`config.mk`:
```
export PLATFORM = sky130hd
export DESIGN_NAME = irq_accept_eoi
export DESIGN_NICKNAME = d
export VERILOG_FILES = /design/src/rtl/irq_accept_pkg.sv /design/src/rtl/irq_pin_slice.sv /design/src/rtl/irq_prio_pick.sv /design/src/rtl/irq_deliv_reg.sv /design/src/rtl/irq_accept_eoi.sv
export SDC_FILE = /design/constraint.sdc
export NUM_CORES = 1
export LEC_CHECK = 0
export BUFFER_PORTS_ARGS = -buffer_cell sky130_fd_sc_hd__buf_2
export CAP_MARGIN = 5
export CORE_AREA = 2 2 249 251
export DETAILED_ROUTE_END_ITERATION = 10
export DIE_AREA = 0 0 251 253
export HOLD_SLACK_MARGIN = 0.02
export MAX_ROUTING_LAYER = met4
export PLACE_DENSITY = 0.53
export SLEW_MARGIN = 20
export SYNTH_ARGS = -nofsm -noshare
export SYNTH_HDL_FRONTEND = slang
export SYNTH_SLANG_ARGS = --single-unit
export TNS_END_PERCENT = 10
```
`constraint.sdc`:
```
create_clock -name clk -period 5.3 [get_ports clk]
set_clock_uncertainty 0.2 [all_clocks]
set_input_delay 0.265 -clock clk [delete_from_list [all_inputs] [get_ports clk]]
set_output_delay 0.265 -clock clk [all_outputs]
set_load 0.05 [all_outputs]
```
`src/rtl/irq_accept_pkg.sv`:
```
package irq_accept_pkg;

    parameter int VEC_W  = 8;
    parameter int DEST_W = 8;
    parameter int MODE_W = 3;

    localparam int ENTRY_W = DEST_W + 4 + MODE_W + VEC_W;

    // Routing entry layout, MSB first.
    typedef struct packed {
        logic [DEST_W-1:0] dest;
        logic              mask;
        logic              level;
        logic              act_low;
        logic              dest_logical;
        logic [MODE_W-1:0] dmode;
        logic [VEC_W-1:0]  vector;
    } route_t;

    // Message presented on the delivery port.
    typedef struct packed {
        logic [VEC_W-1:0]  vector;
        logic [DEST_W-1:0] dest;
        logic              dest_logical;
        logic [MODE_W-1:0] dmode;
        logic              level;
    } dlv_msg_t;

    function automatic dlv_msg_t to_msg(input route_t r);
        dlv_msg_t m;
        m.vector       = r.vector;
        m.dest         = r.dest;
        m.dest_logical = r.dest_logical;
        m.dmode        = r.dmode;
        m.level        = r.level;
        return m;
    endfunction

endpackage

```
`src/rtl/irq_pin_slice.sv`:
```
module irq_pin_slice
    import irq_accept_pkg::*;
(
    input  logic               clk,
    input  logic               rst,
    input  logic               pin_raw,
    input  route_t             ent,
    input  logic               rewr,
    input  logic               eoi_valid,
    input  logic [VEC_W-1:0]   eoi_vector,
    input  logic               accept,
    input  logic               in_flight,
    output logic               need
);

    logic eff;
    logic irr;
    logic edge_pend;
    logic rp;
    logic eoi_hit;

    assign eff     = pin_raw ^ ent.act_low;
    assign eoi_hit = eoi_valid && (eoi_vector == ent.vector);

    always_ff @(posedge clk) begin
        if (rst) begin
            irr       <= 1'b0;
            edge_pend <= 1'b0;
            rp        <= 1'b0;
        end else begin
            irr       <= eff;
            edge_pend <= !ent.level && !ent.mask &&
                         ((edge_pend && !accept) || (eff && !irr));
            if (accept && ent.level)
                rp <= 1'b1;
            else if ((eoi_hit && ent.level) || rewr)
                rp <= 1'b0;
        end
    end

    always_comb begin
        need = 1'b0;
        if (!in_flight && !ent.mask)
            need = ent.level ? (irr && !rp) : edge_pend;
    end

    // an accepted level delivery leaves the entry blocked
    p_rp_after_accept_r4: assert property (@(posedge clk) disable iff (rst)
        accept && ent.level |=> rp);

    // a blocked level entry never asks for delivery
    p_level_blocked_r4: assert property (@(posedge clk) disable iff (rst)
        rp && ent.level |-> !need);

    // a matching EOI releases the entry unless acceptance coincides
    p_eoi_release_r6: assert property (@(posedge clk) disable iff (rst)
        eoi_hit && ent.level && !accept |=> !rp);

    // acceptance outranks a simultaneous EOI
    p_accept_wins_r10: assert property (@(posedge clk) disable iff (rst)
        eoi_hit && accept && ent.level |=> rp);

endmodule

```
`src/rtl/irq_prio_pick.sv`:
```
module irq_prio_pick #(
    parameter int N  = 24,
    parameter int IW = $clog2(N)
) (
    input  logic          clk,
    input  logic          rst,
    input  logic [N-1:0]  need,
    output logic          valid,
    output logic [IW-1:0] idx
);

    always_comb begin
        valid = 1'b0;
        idx   = '0;
        for (int i = N - 1; i >= 0; i--) begin
            if (need[i]) begin
                valid = 1'b1;
                idx   = IW'(i);
            end
        end
    end

    // the pick is a requesting pin and no lower pin is requesting
    p_pick_lowest_r8: assert property (@(posedge clk) disable iff (rst)
        valid |-> need[idx] && ((need & ((N'(1) << idx) - N'(1))) == '0));

    p_pick_any_r8: assert property (@(posedge clk) disable iff (rst)
        (need != '0) |-> valid);

endmodule

```
`src/rtl/irq_deliv_reg.sv`:
```
module irq_deliv_reg
    import irq_accept_pkg::*;
#(
    parameter int IW = 5
) (
    input  logic          clk,
    input  logic          rst,
    input  logic          pick_valid,
    input  logic [IW-1:0] pick_idx,
    input  dlv_msg_t      pick_msg,
    input  logic          ready,
    output logic          valid,
    output dlv_msg_t      msg,
    output logic [IW-1:0] cur_pin
);

    logic take;
    assign take = !valid || ready;

    always_ff @(posedge clk) begin
        if (rst) begin
            valid   <= 1'b0;
            msg     <= '0;
            cur_pin <= '0;
        end else if (take) begin
            valid <= pick_valid;
            if (pick_valid) begin
                msg     <= pick_msg;
                cur_pin <= pick_idx;
            end
        end
    end

    // a stalled message neither drops nor changes
    p_hold_stable_r9: assert property (@(posedge clk) disable iff (rst)
        valid && !ready |=> valid && $stable(msg) && $stable(cur_pin));

endmodule

```
`src/rtl/irq_accept_eoi.sv`:
```
module irq_accept_eoi
    import irq_accept_pkg::*;
#(
    parameter int NUM_PINS = 24
) (
    input  logic                          clk,
    input  logic                          rst,
    input  logic [NUM_PINS-1:0]           pin_in,
    input  logic [NUM_PINS*ENTRY_W-1:0]   route_tbl,
    input  logic [NUM_PINS-1:0]           route_rewr,
    input  logic                          eoi_valid,
    input  logic [VEC_W-1:0]              eoi_vector,
    output logic                          dlv_valid,
    input  logic                          dlv_ready,
    output logic [VEC_W-1:0]              dlv_vector,
    output logic [DEST_W-1:0]             dlv_dest,
    output logic                          dlv_dest_mode,
    output logic [MODE_W-1:0]             dlv_mode,
    output logic                          dlv_level
);

    localparam int PIN_W = $clog2(NUM_PINS);

    route_t              ents [NUM_PINS];
    logic [NUM_PINS-1:0] need;
    logic                pick_valid;
    logic [PIN_W-1:0]    pick_idx;
    logic [PIN_W-1:0]    cur_pin;
    dlv_msg_t            out_msg;
    dlv_msg_t            pick_msg;
    logic                acc;

    assign acc = dlv_valid && dlv_ready;

    for (genvar i = 0; i < NUM_PINS; i++) begin : g_pin
        logic hit;
        assign ents[i] = route_t'(route_tbl[i*ENTRY_W +: ENTRY_W]);
        assign hit     = dlv_valid && (cur_pin == PIN_W'(i));

        irq_pin_slice u_slice (
            .clk        (clk),
            .rst        (rst),
            .pin_raw    (pin_in[i]),
            .ent        (ents[i]),
            .rewr       (route_rewr[i]),
            .eoi_valid  (eoi_valid),
            .eoi_vector (eoi_vector),
            .accept     (hit && acc),
            .in_flight  (hit),
            .need       (need[i])
        );
    end

    irq_prio_pick #(.N(NUM_PINS), .IW(PIN_W)) u_pick (
        .clk   (clk),
        .rst   (rst),
        .need  (need),
        .valid (pick_valid),
        .idx   (pick_idx)
    );

    assign pick_msg = to_msg(ents[pick_idx]);

    irq_deliv_reg #(.IW(PIN_W)) u_out (
        .clk        (clk),
        .rst        (rst),
        .pick_valid (pick_valid),
        .pick_idx   (pick_idx),
        .pick_msg   (pick_msg),
        .ready      (dlv_ready),
        .valid      (dlv_valid),
        .msg        (out_msg),
        .cur_pin    (cur_pin)
    );

    assign dlv_vector    = out_msg.vector;
    assign dlv_dest      = out_msg.dest;
    assign dlv_dest_mode = out_msg.dest_logical;
    assign dlv_mode      = out_msg.dmode;
    assign dlv_level     = out_msg.level;

    // the picker never selects a masked entry
    p_pick_unmasked_r5: assert property (@(posedge clk) disable iff (rst)
        pick_valid |-> !ents[pick_idx].mask);

    // nothing is offered in the first cycle out of reset
    p_reset_idle_r1: assert property (@(posedge clk)
        rst |=> !dlv_valid);

endmodule

```
==> results of run 1 <==
==> layer usage <==
metal	track usage, %	vias up
met5	-	-
li1	-	7950
met2	44.8	823
met4	9.17	0
met3	6.05	142
met1	29.5	8105
==> cells in the mapped netlist, drive strengths merged (4+ instances only) <==
cell     count
a2111oi      4
a211oi      27
a21boi      12
a21o         5
a21oi      127
a22o         9
a22oi        5
a31oi       52
a32oi       20
and2         6
and3         4
buf         78
clkbuf      68
dfxtp       99
inv          6
mux2         5
mux2i       17
nand2      387
nand2b      11
nand3      252
nand3b      28
nand4       66
nor2       112
nor2b        8
nor3         9
nor3b       15
nor4        52
nor4b        4
nor4bb       6
o2111ai     16
o21a         4
o21ai       21
o21bai       4
o221ai       7
o22ai       12
o311ai       4
o41ai        4
or2          4
xnor2      144
xor2        72
==> cells by family (layout without fill, tap and decap cells) <==
family,count (synthesis),count (layout),share of synthesized area (%)
and+or+nand+nor,977,977,39.7
AOI/OAI and AO/OA,352,352,20.1
xor gates and xnor gates,216,216,15.8
buffers and inverters,152,830,5.96
DFF,99,99,16.6
muxes,22,22,1.89
other,0,37,0
==> critical path, delay by kind of cell (launching register included) <==
family / cells / cell delay [ns]
AOI/OAI and AO/OA: 5 / 1.55
buffers and inverters: 1 / 0.36
DFF: 1 / 0.69
and+or+nand+nor: 6 / 1.75
==> worst paths after layout <==
check / from / end
worst min register to register: g_pin[19].u_slice.rp$_SDFFE_PP0P_ / g_pin[19].u_slice.rp$_SDFFE_PP0P_
worst min-delay path: route_tbl[427] / g_pin[18].u_slice.rp$_SDFFE_PP0P_
worst max register to register: u_out.cur_pin[1]$_SDFFE_PP0P_ / u_out.msg[2]$_SDFFE_PP0P_
worst max-delay path: u_out.cur_pin[1]$_SDFFE_PP0P_ / u_out.msg[2]$_SDFFE_PP0P_
==> metrics by stage <==
stage / util, % / area, um2 / hold WS (ns) / total power [mW] / cells
2_1_floorplan: - / 12000 / 0.143 / 2.98 / 1818
3_3_place_gp: 26.0 / 15800 / 0.253 / 4.32 / 3133
3_5_place_dp: 26.0 / 15800 / 0.253 / 4.31 / 3133
4_1_cts: 28.7 / 17500 / 0.0230 / 5.12 / 3286
5_1_grt: 28.8 / 17600 / 0.0294 / 5.38 / 3320
6_report: 28.8 / 17600 / 0.0326 / 5.11 / 3323
==> flip-flops by register name, indices dropped and copies added (netlist names) <==
name	count
g_pin.u_slice.edge_pend	24
u_out.msg	21
u_out.cur_pin	5
g_pin.u_slice.rp	24
g_pin.u_slice.irr	24
u_out.valid	1
==> where the power goes <==
group	internal (mW)	switching (mW)
logic	1.09	2.32
registers	0.854	0.135
clock network	0.328	0.381
==> final cells by class <==
cell class,count,share of cell area [%]
inverter,6,0.128
antenna,37,0.526
multi-input combinational,1567,53.0
clock buffer,9,1.28
clock inverter,7,0.320
timing repair buffer,808,27.9
sequential,99,11.3
tap,790,5.62
==> impl_metrics.yaml, run 1 <==
drt:
  route.met3.wl_um: 6630
  wl_met2_um: 41500
  ant_nets: 0
  vias: 17000
  wl_per_cell_um: 25.2
  routed_via_density: 5.12
  wl_um: 83700
  firstDrtPassIters: 5
  routedLengthMet1_um: 32500
  drt_iter0_drc: 1579
  drc: 0
  dr.max_layer_used: "met4"
critical_path:
  rr_worst_depth: 12
  worstPathArrival_ns: 4.79
  slowest_stage: "dfxtp_1"
  critPathMaxStageDelay_ns: 0.69
  end_kind: "flip-flop"
  critical_path_required_ns: 5.36
  crit_path_max_fanout: 37
  ff2ff_setup_slack_ns: 0.57
  path_cells: "nand2b_1 -> nor2_1 -> o22ai_1 -> or3_1 -> a211o_1 -> o21ai_1 -> nand3_4 -> buf_12 -> nand2_1 -> nand3_1 -> a32oi_1 -> o2111ai_1"
  path_class: "flip-flop to flip-flop"
  cp-start-kind: "flip-flop"
place:
  routabilityCongestion: 0.965
  hpwlAfterDp_um: 67900
  port_buffers: 633
  pre_cts_slack_ns: 0.656
cells_and_area:
  area_growth_pct: 47.1
  fin_nets: 3103
  drive_gt1_share_pct: 29.4
  layout_commonest_cell: "buf_2"
  ff_latch_area_um2: 1980
  fillers: 7017
  multiInputGateArea_um2: 9320
  final_cell_mix: "buf_2 (633), nand2_1 (386), nand3_1 (248), xnor2_1 (144), dlygate4sd3_1 (137)"
yosys:
  synthesis.area_um2: 12000
  ys_types: 76
  netlist.area_leader.share_pct: 16.6
  synth_area_leader_cell: "dfxtp_1"
  synthCells: 1818
  async_flop_share_pct: 0
  ys.flop_type: "dfxtp_1"
  synth-seq-cells: 99
  yosys-top-cells-area: "dfxtp_1 (17%), nand2_1 (12%), xnor2_1 (11%)"
  yosys_warnings: 0
  syn_nets: 2430
  ys_seq_area_share_pct: 16.6
  syn_area_per_cell_um2: 6.58
  synth_edf_count: 0
global_route:
  grt_max_degree: 78
  antenna_found_initial: 44
  grt_overflow: 0
  grt_pass1_wl_um: 116000
  grt_pass1_vias: 16600
  track_usage_pct: 26.0
pwr:
  leakage_nw: 7.48
  p_per_area_nw_per_um2: 291
  peakVddDrop_mv: 0.227
floorplan:
  start_util_pct: 19.6
  fp.dieH_um: 253
  num_rows: 91
  core-area_um2: 61000
  dieArea_um2: 63500
  die_w_um: 251
  ios: 634
timing:
  final.setup.tns_ns: 0
  post-route-min-period_ns: 4.73
  clock.fmax_mhz: 211
  slew_headroom_pct: 33.3
  finalSetupViolCount: 0
  finalHoldViolations: 0
  min_period_over_period_pct: 89.3
  worst_slew_pin_slew_ns: 1.00
  timing.final.ws_setup_ns: 0.569
  maxSlewViolCount: 0
  grt_setup_unrepaired: "false"
clock_network:
  cts_setup_buffers: 0
  cts_root_buffer: "clkbuf_16"
  numCtsBuffers: 9
  clkTransAtPathRegs_ns: 0.08
  cts.repair.resized: 0
  clk_latency_ns: 0.39
  cts_tree: "built"
  clockBufferDepth: 2
  htree_levels: 3
  cts_sinks: 99
  ctsHoldBuffers: 137
worst_hold_path:
  hp-class: "input pin to flip-flop"
  worstHoldPathCells: 3
outcome:
  status: "completed"
job:
  drv_cap: 0
(Power assumes the default switching activity.)
==> run 2, diff against run 1 <==
--- a/config.mk
+++ b/config.mk
@@ -7,9 +7,9 @@
 export LEC_CHECK = 0
 export BUFFER_PORTS_ARGS = -buffer_cell sky130_fd_sc_hd__buf_2
 export CAP_MARGIN = 5
-export CORE_AREA = 2 2 249 251
+export CORE_AREA = 2 2 250 252
 export DETAILED_ROUTE_END_ITERATION = 10
-export DIE_AREA = 0 0 251 253
+export DIE_AREA = 0 0 252 254
 export HOLD_SLACK_MARGIN = 0.02
 export MAX_ROUTING_LAYER = met4
 export PLACE_DENSITY = 0.53
==> impl_metrics.yaml, run 2 (synthesis gave the netlist of run 1 again) <==
timing:
  timing.final.ws_setup_ns: 0.480
  clock.fmax_mhz: 207
  finalHoldViolations: 0
  worst_slew_pin_slew_ns: 1.06
  min_period_over_period_pct: 90.9
  finalSetupViolCount: 0
  post-route-min-period_ns: 4.82
  maxSlewViolCount: 0
  slew_headroom_pct: 29.4
  final.setup.tns_ns: 0
  grt_setup_unrepaired: "false"
place:
  placed_cell_area_um2: 15900
  hpwlAfterDp_um: 68400
  pre_cts_slack_ns: 0.634
  routabilityCongestion: 0.976
  port_buffers: 633
critical_path:
  critPathMaxStageDelay_ns: 0.87
  critical_path_required_ns: 5.41
  crit_path_max_fanout: 18
  path_cells: "nor2b_1 -> nand3_1 -> a21oi_1 -> nand2_1 -> o21ai_0 -> nor2b_2 -> nand2_1 -> a21oi_1 -> o41ai_2 -> o311ai_1"
  crit_start: "u_out.cur_pin[0]$_SDFFE_PP0P_"
  path_class: "flip-flop to flip-flop"
  worstPathArrival_ns: 4.93
  end_kind: "flip-flop"
  reg2reg_from: "u_out.cur_pin[0]$_SDFFE_PP0P_"
  slowest_stage: "nor2b_2"
  cp-start-kind: "flip-flop"
cells_and_area:
  layout_commonest_cell: "buf_2"
  drive_gt1_share_pct: 29.4
  area_growth_pct: 47.4
  ff_latch_area_um2: 1980
  fillers: 6990
  fin_nets: 3106
  multiInputGateArea_um2: 9320
  reg_top3: "g_pin.u_slice.edge_pend (24), g_pin.u_slice.irr (24), g_pin.u_slice.rp (24)"
  final_area_um2: 17600
  final_cell_mix: "buf_2 (633), nand2_1 (386), nand3_1 (248), xnor2_1 (144), dlygate4sd3_1 (137)"
drt:
  wl_per_cell_um: 25.6
  wl_um: 84800
  drc: 0
  vias: 16900
  routed_via_density: 5.11
  drt_iter0_drc: 1462
  ant_nets: 0
  firstDrtPassIters: 5
worst_hold_path:
  hold_start: "route_tbl[293]"
  hp-class: "input pin to flip-flop"
clock_network:
  htree_levels: 3
  clockBufferDepth: 2
  clkTransAtPathRegs_ns: 0.08
  cts.repair.resized: 0
  cts_root_buffer: "clkbuf_16"
  cts_tree: "built"
  ctsHoldBuffers: 137
  cts_sinks: 99
  numCtsBuffers: 9
  cts_setup_buffers: 0
  clk_latency_ns: 0.40
global_route:
  antenna_found_initial: 28
  track_usage_pct: 26.2
  grt_max_degree: 102
  grt_overflow: 0
  grt_pass1_wl_um: 117000
  grt_pass1_vias: 16700
floorplan:
  fp.dieH_um: 254
  dieArea_um2: 64000
  ios: 634
  core-area_um2: 61300
  num_rows: 91
  start_util_pct: 19.5
  die_w_um: 252
job:
  drv_cap: 0
pwr:
  leakage_nw: 7.51
  peakVddDrop_mv: 0.185
  p_per_area_nw_per_um2: 292
outcome:
  status: "completed"
-- run 2: critical path: cells and delay by family (launching register included) --
kind | cells | cell delay (ns)
AOI/OAI and AO/OA | 5 | 1.33
and+or+nand+nor | 5 | 2.51
DFF | 1 | 0.69
-- run 2: layer usage --
layer	GRT usage [%]	part of all wire (%)	vias up
li1	-	-	7944
met1	30.5	40	7977
met2	45.1	49	883
met3	4.86	7.2	136
met4	8.84	3.5	0
met5	-	0	-
-- run 2: report_power, final --
group          leakage [nW]  internal, mW  switching, mW
logic                  6.56          1.11           2.35
clock network         0.137         0.330          0.375
registers             0.812         0.854          0.120
total                  7.51          2.30           2.85
-- run 2: worst paths after layout --
kind                                       end  slack (ns)  cells past startpoint
max reg2reg         u_out.msg[15]$_SDFFE_PP0P_        0.48                     10
min                  u_out.msg[7]$_SDFFE_PP0P_        0.04                      5
min reg2reg  g_pin[19].u_slice.rp$_SDFFE_PP0P_        0.30                      2
max                 u_out.msg[15]$_SDFFE_PP0P_        0.48                     10
-- run 2: final cells by class --
class	instances	share of cell area, %
Inverter	6	0.128
Sequential cell	99	11.2
Multi-Input combinational cell	1567	52.9
Clock buffer	10	1.30
Timing Repair Buffer	811	28.1
Tap cell	790	5.61
Antenna cell	26	0.369
Clock inverter	6	0.334
-- run 2: metrics by stage --
step                      std cells  utilization (%)  power [mW]  hold WS, ns
after floorplan                1818                -        2.98        0.143
after global placement         3136             26.0        4.37        0.254
after detailed placement       3136             26.0        4.35        0.258
after CTS                      3289             28.7        5.16       0.0249
after global routing           3310             28.8        5.43       0.0359
final                          3315             28.8        5.15       0.0387
==> run 3, diff against run 2 <==
--- a/config.mk
+++ b/config.mk
@@ -7,12 +7,12 @@
 export LEC_CHECK = 0
 export BUFFER_PORTS_ARGS = -buffer_cell sky130_fd_sc_hd__buf_2
 export CAP_MARGIN = 5
-export CORE_AREA = 2 2 250 252
+export CORE_AREA = 2 2 244 246
 export DETAILED_ROUTE_END_ITERATION = 10
-export DIE_AREA = 0 0 252 254
+export DIE_AREA = 0 0 246 248
 export HOLD_SLACK_MARGIN = 0.02
 export MAX_ROUTING_LAYER = met4
-export PLACE_DENSITY = 0.53
+export PLACE_DENSITY = 0.55
 export SLEW_MARGIN = 20
 export SYNTH_ARGS = -nofsm -noshare
 export SYNTH_HDL_FRONTEND = slang
==> impl_metrics.yaml, run 3 (synthesis gave the netlist of run 1 again) <==
outcome:
  status: "completed"
global_route:
  grt_pass1_vias: 16400
  track_usage_pct: 26.7
  antenna_found_initial: 28
  grt_overflow: 0
  grt_pass1_wl_um: 114000
  grt_max_degree: 81
pwr:
  finalPower_mw: 5.10
  leakage_nw: 7.49
  p_per_area_nw_per_um2: 290
  peakVddDrop_mv: 0.169
critical_path:
  crit_path_max_fanout: 50
  cp-start-kind: "flip-flop"
  end_kind: "flip-flop"
  critical_path_required_ns: 5.37
  path_class: "flip-flop to flip-flop"
  worstPathArrival_ns: 4.75
clock_network:
  clockBufferDepth: 2
  htree_levels: 3
  cts.repair.resized: 0
  ctsHoldBuffers: 135
  clk_latency_ns: 0.40
  cts_tree: "built"
  clkTransAtPathRegs_ns: 0.09
  cts_setup_buffers: 0
  numCtsBuffers: 9
  cts_sinks: 99
  cts_root_buffer: "clkbuf_16"
cells_and_area:
  drive_gt1_share_pct: 29.5
  fin_nets: 3106
  area_growth_pct: 47.0
  final_cell_mix: "buf_2 (633), nand2_1 (386), nand3_1 (248), xnor2_1 (144), dlygate4sd3_1 (135)"
  ff_latch_area_um2: 1980
  multiInputGateArea_um2: 9320
  instances_no_fill: 3298
  final_area_um2: 17600
  fillers: 6624
  reg_top3: "g_pin.u_slice.edge_pend (24), g_pin.u_slice.irr (24), g_pin.u_slice.rp (24)"
  post-route-util_pct: 30.1
  layout_commonest_cell: "buf_2"
place:
  hpwlAfterDp_um: 67200
  port_buffers: 633
  placed_cell_area_um2: 15900
  dp.cells: 3121
  routabilityCongestion: 0.961
  pre_cts_slack_ns: 0.718
timing:
  final.setup.tns_ns: 0
  timing.final.ws_setup_ns: 0.613
  min_period_over_period_pct: 88.4
  finalHoldViolations: 0
  slew_headroom_pct: 35.7
  hold-worst-slack_ns: 0.0323
  finalSetupViolCount: 0
  worst_slew_pin_slew_ns: 0.965
  maxSlewViolCount: 0
  grt_setup_unrepaired: "false"
  clock.fmax_mhz: 213
  post-route-min-period_ns: 4.69
drt:
  vias: 16900
  drc: 0
  routed_via_density: 5.12
  wl_um: 83000
  firstDrtPassIters: 7
  ant_nets: 0
  drt_iter0_drc: 1416
  wl_per_cell_um: 25.2
floorplan:
  fp.dieH_um: 248
  die_w_um: 246
  core-area_um2: 58500
  start_util_pct: 20.5
  num_rows: 89
  ios: 634
  dieArea_um2: 61000
job:
  drv_cap: 0
worst_hold_path:
  hp-class: "input pin to flip-flop"
-- run 3: cell types whose count changed in the layout (fill, tap and decap cells not counted) --
cell           previous run  this run
buf_4                    32        36
inv_8                     0         1
buf_12                    9         7
clkbuf_1                  1         0
clkinvlp_4                1         0
clkinv_4                  1         0
inv_6                     3         4
dlygate4sd3_1           137       135
clkinv_2                  0         1
-- run 3: report_power, final --
part           internal (mW)  switching (mW)
Sequential             0.854           0.116
Combinational           1.11            2.29
Clock                  0.334           0.392
Total                   2.29            2.80
-- run 3: worst max-delay path, cell delays in order (launching register included) --
cell and delay [ns]:
dfxtp_1 0.71, nand2b_1 0.27, nor3_1 0.30, o22ai_1 0.13
or3_1 0.36, a211o_1 0.25, o21ai_1 0.60, nand3_4 0.43
buf_12 0.32, nand2_1 0.10, nand3_1 0.07, a32oi_1 0.59
o2111ai_1 0.16
-- run 3: layer usage --
layer / global-route usage [%] / routed length (um)
met4: 7.27 / 2440
met2: 46.3 / 41200
met5: - / 0
met3: 5.11 / 6410
met1: 31.3 / 32900
-- run 3: worst paths after layout --
path / startpoint / to / slack [ns] / cells past startpoint
max reg2reg: u_out.cur_pin[1]$_SDFFE_PP0P_ / u_out.msg[12]$_SDFFE_PP0P_ / 0.61 / 12
max: u_out.cur_pin[1]$_SDFFE_PP0P_ / u_out.msg[12]$_SDFFE_PP0P_ / 0.61 / 12
min reg2reg: g_pin[23].u_slice.rp$_SDFFE_PP0P_ / g_pin[23].u_slice.rp$_SDFFE_PP0P_ / 0.29 / 2
min: route_tbl[220] / g_pin[9].u_slice.rp$_SDFFE_PP0P_ / 0.03 / 3
-- run 3: cell type report --
cell class / count / share of cell area (%)
Timing Repair Buffer: 811 / 28.0
Clock buffer: 9 / 1.28
Tap cell: 773 / 5.50
Multi-Input combinational cell: 1567 / 53.0
Inverter: 6 / 0.128
Clock inverter: 7 / 0.384
Sequential cell: 99 / 11.3
Antenna cell: 26 / 0.370
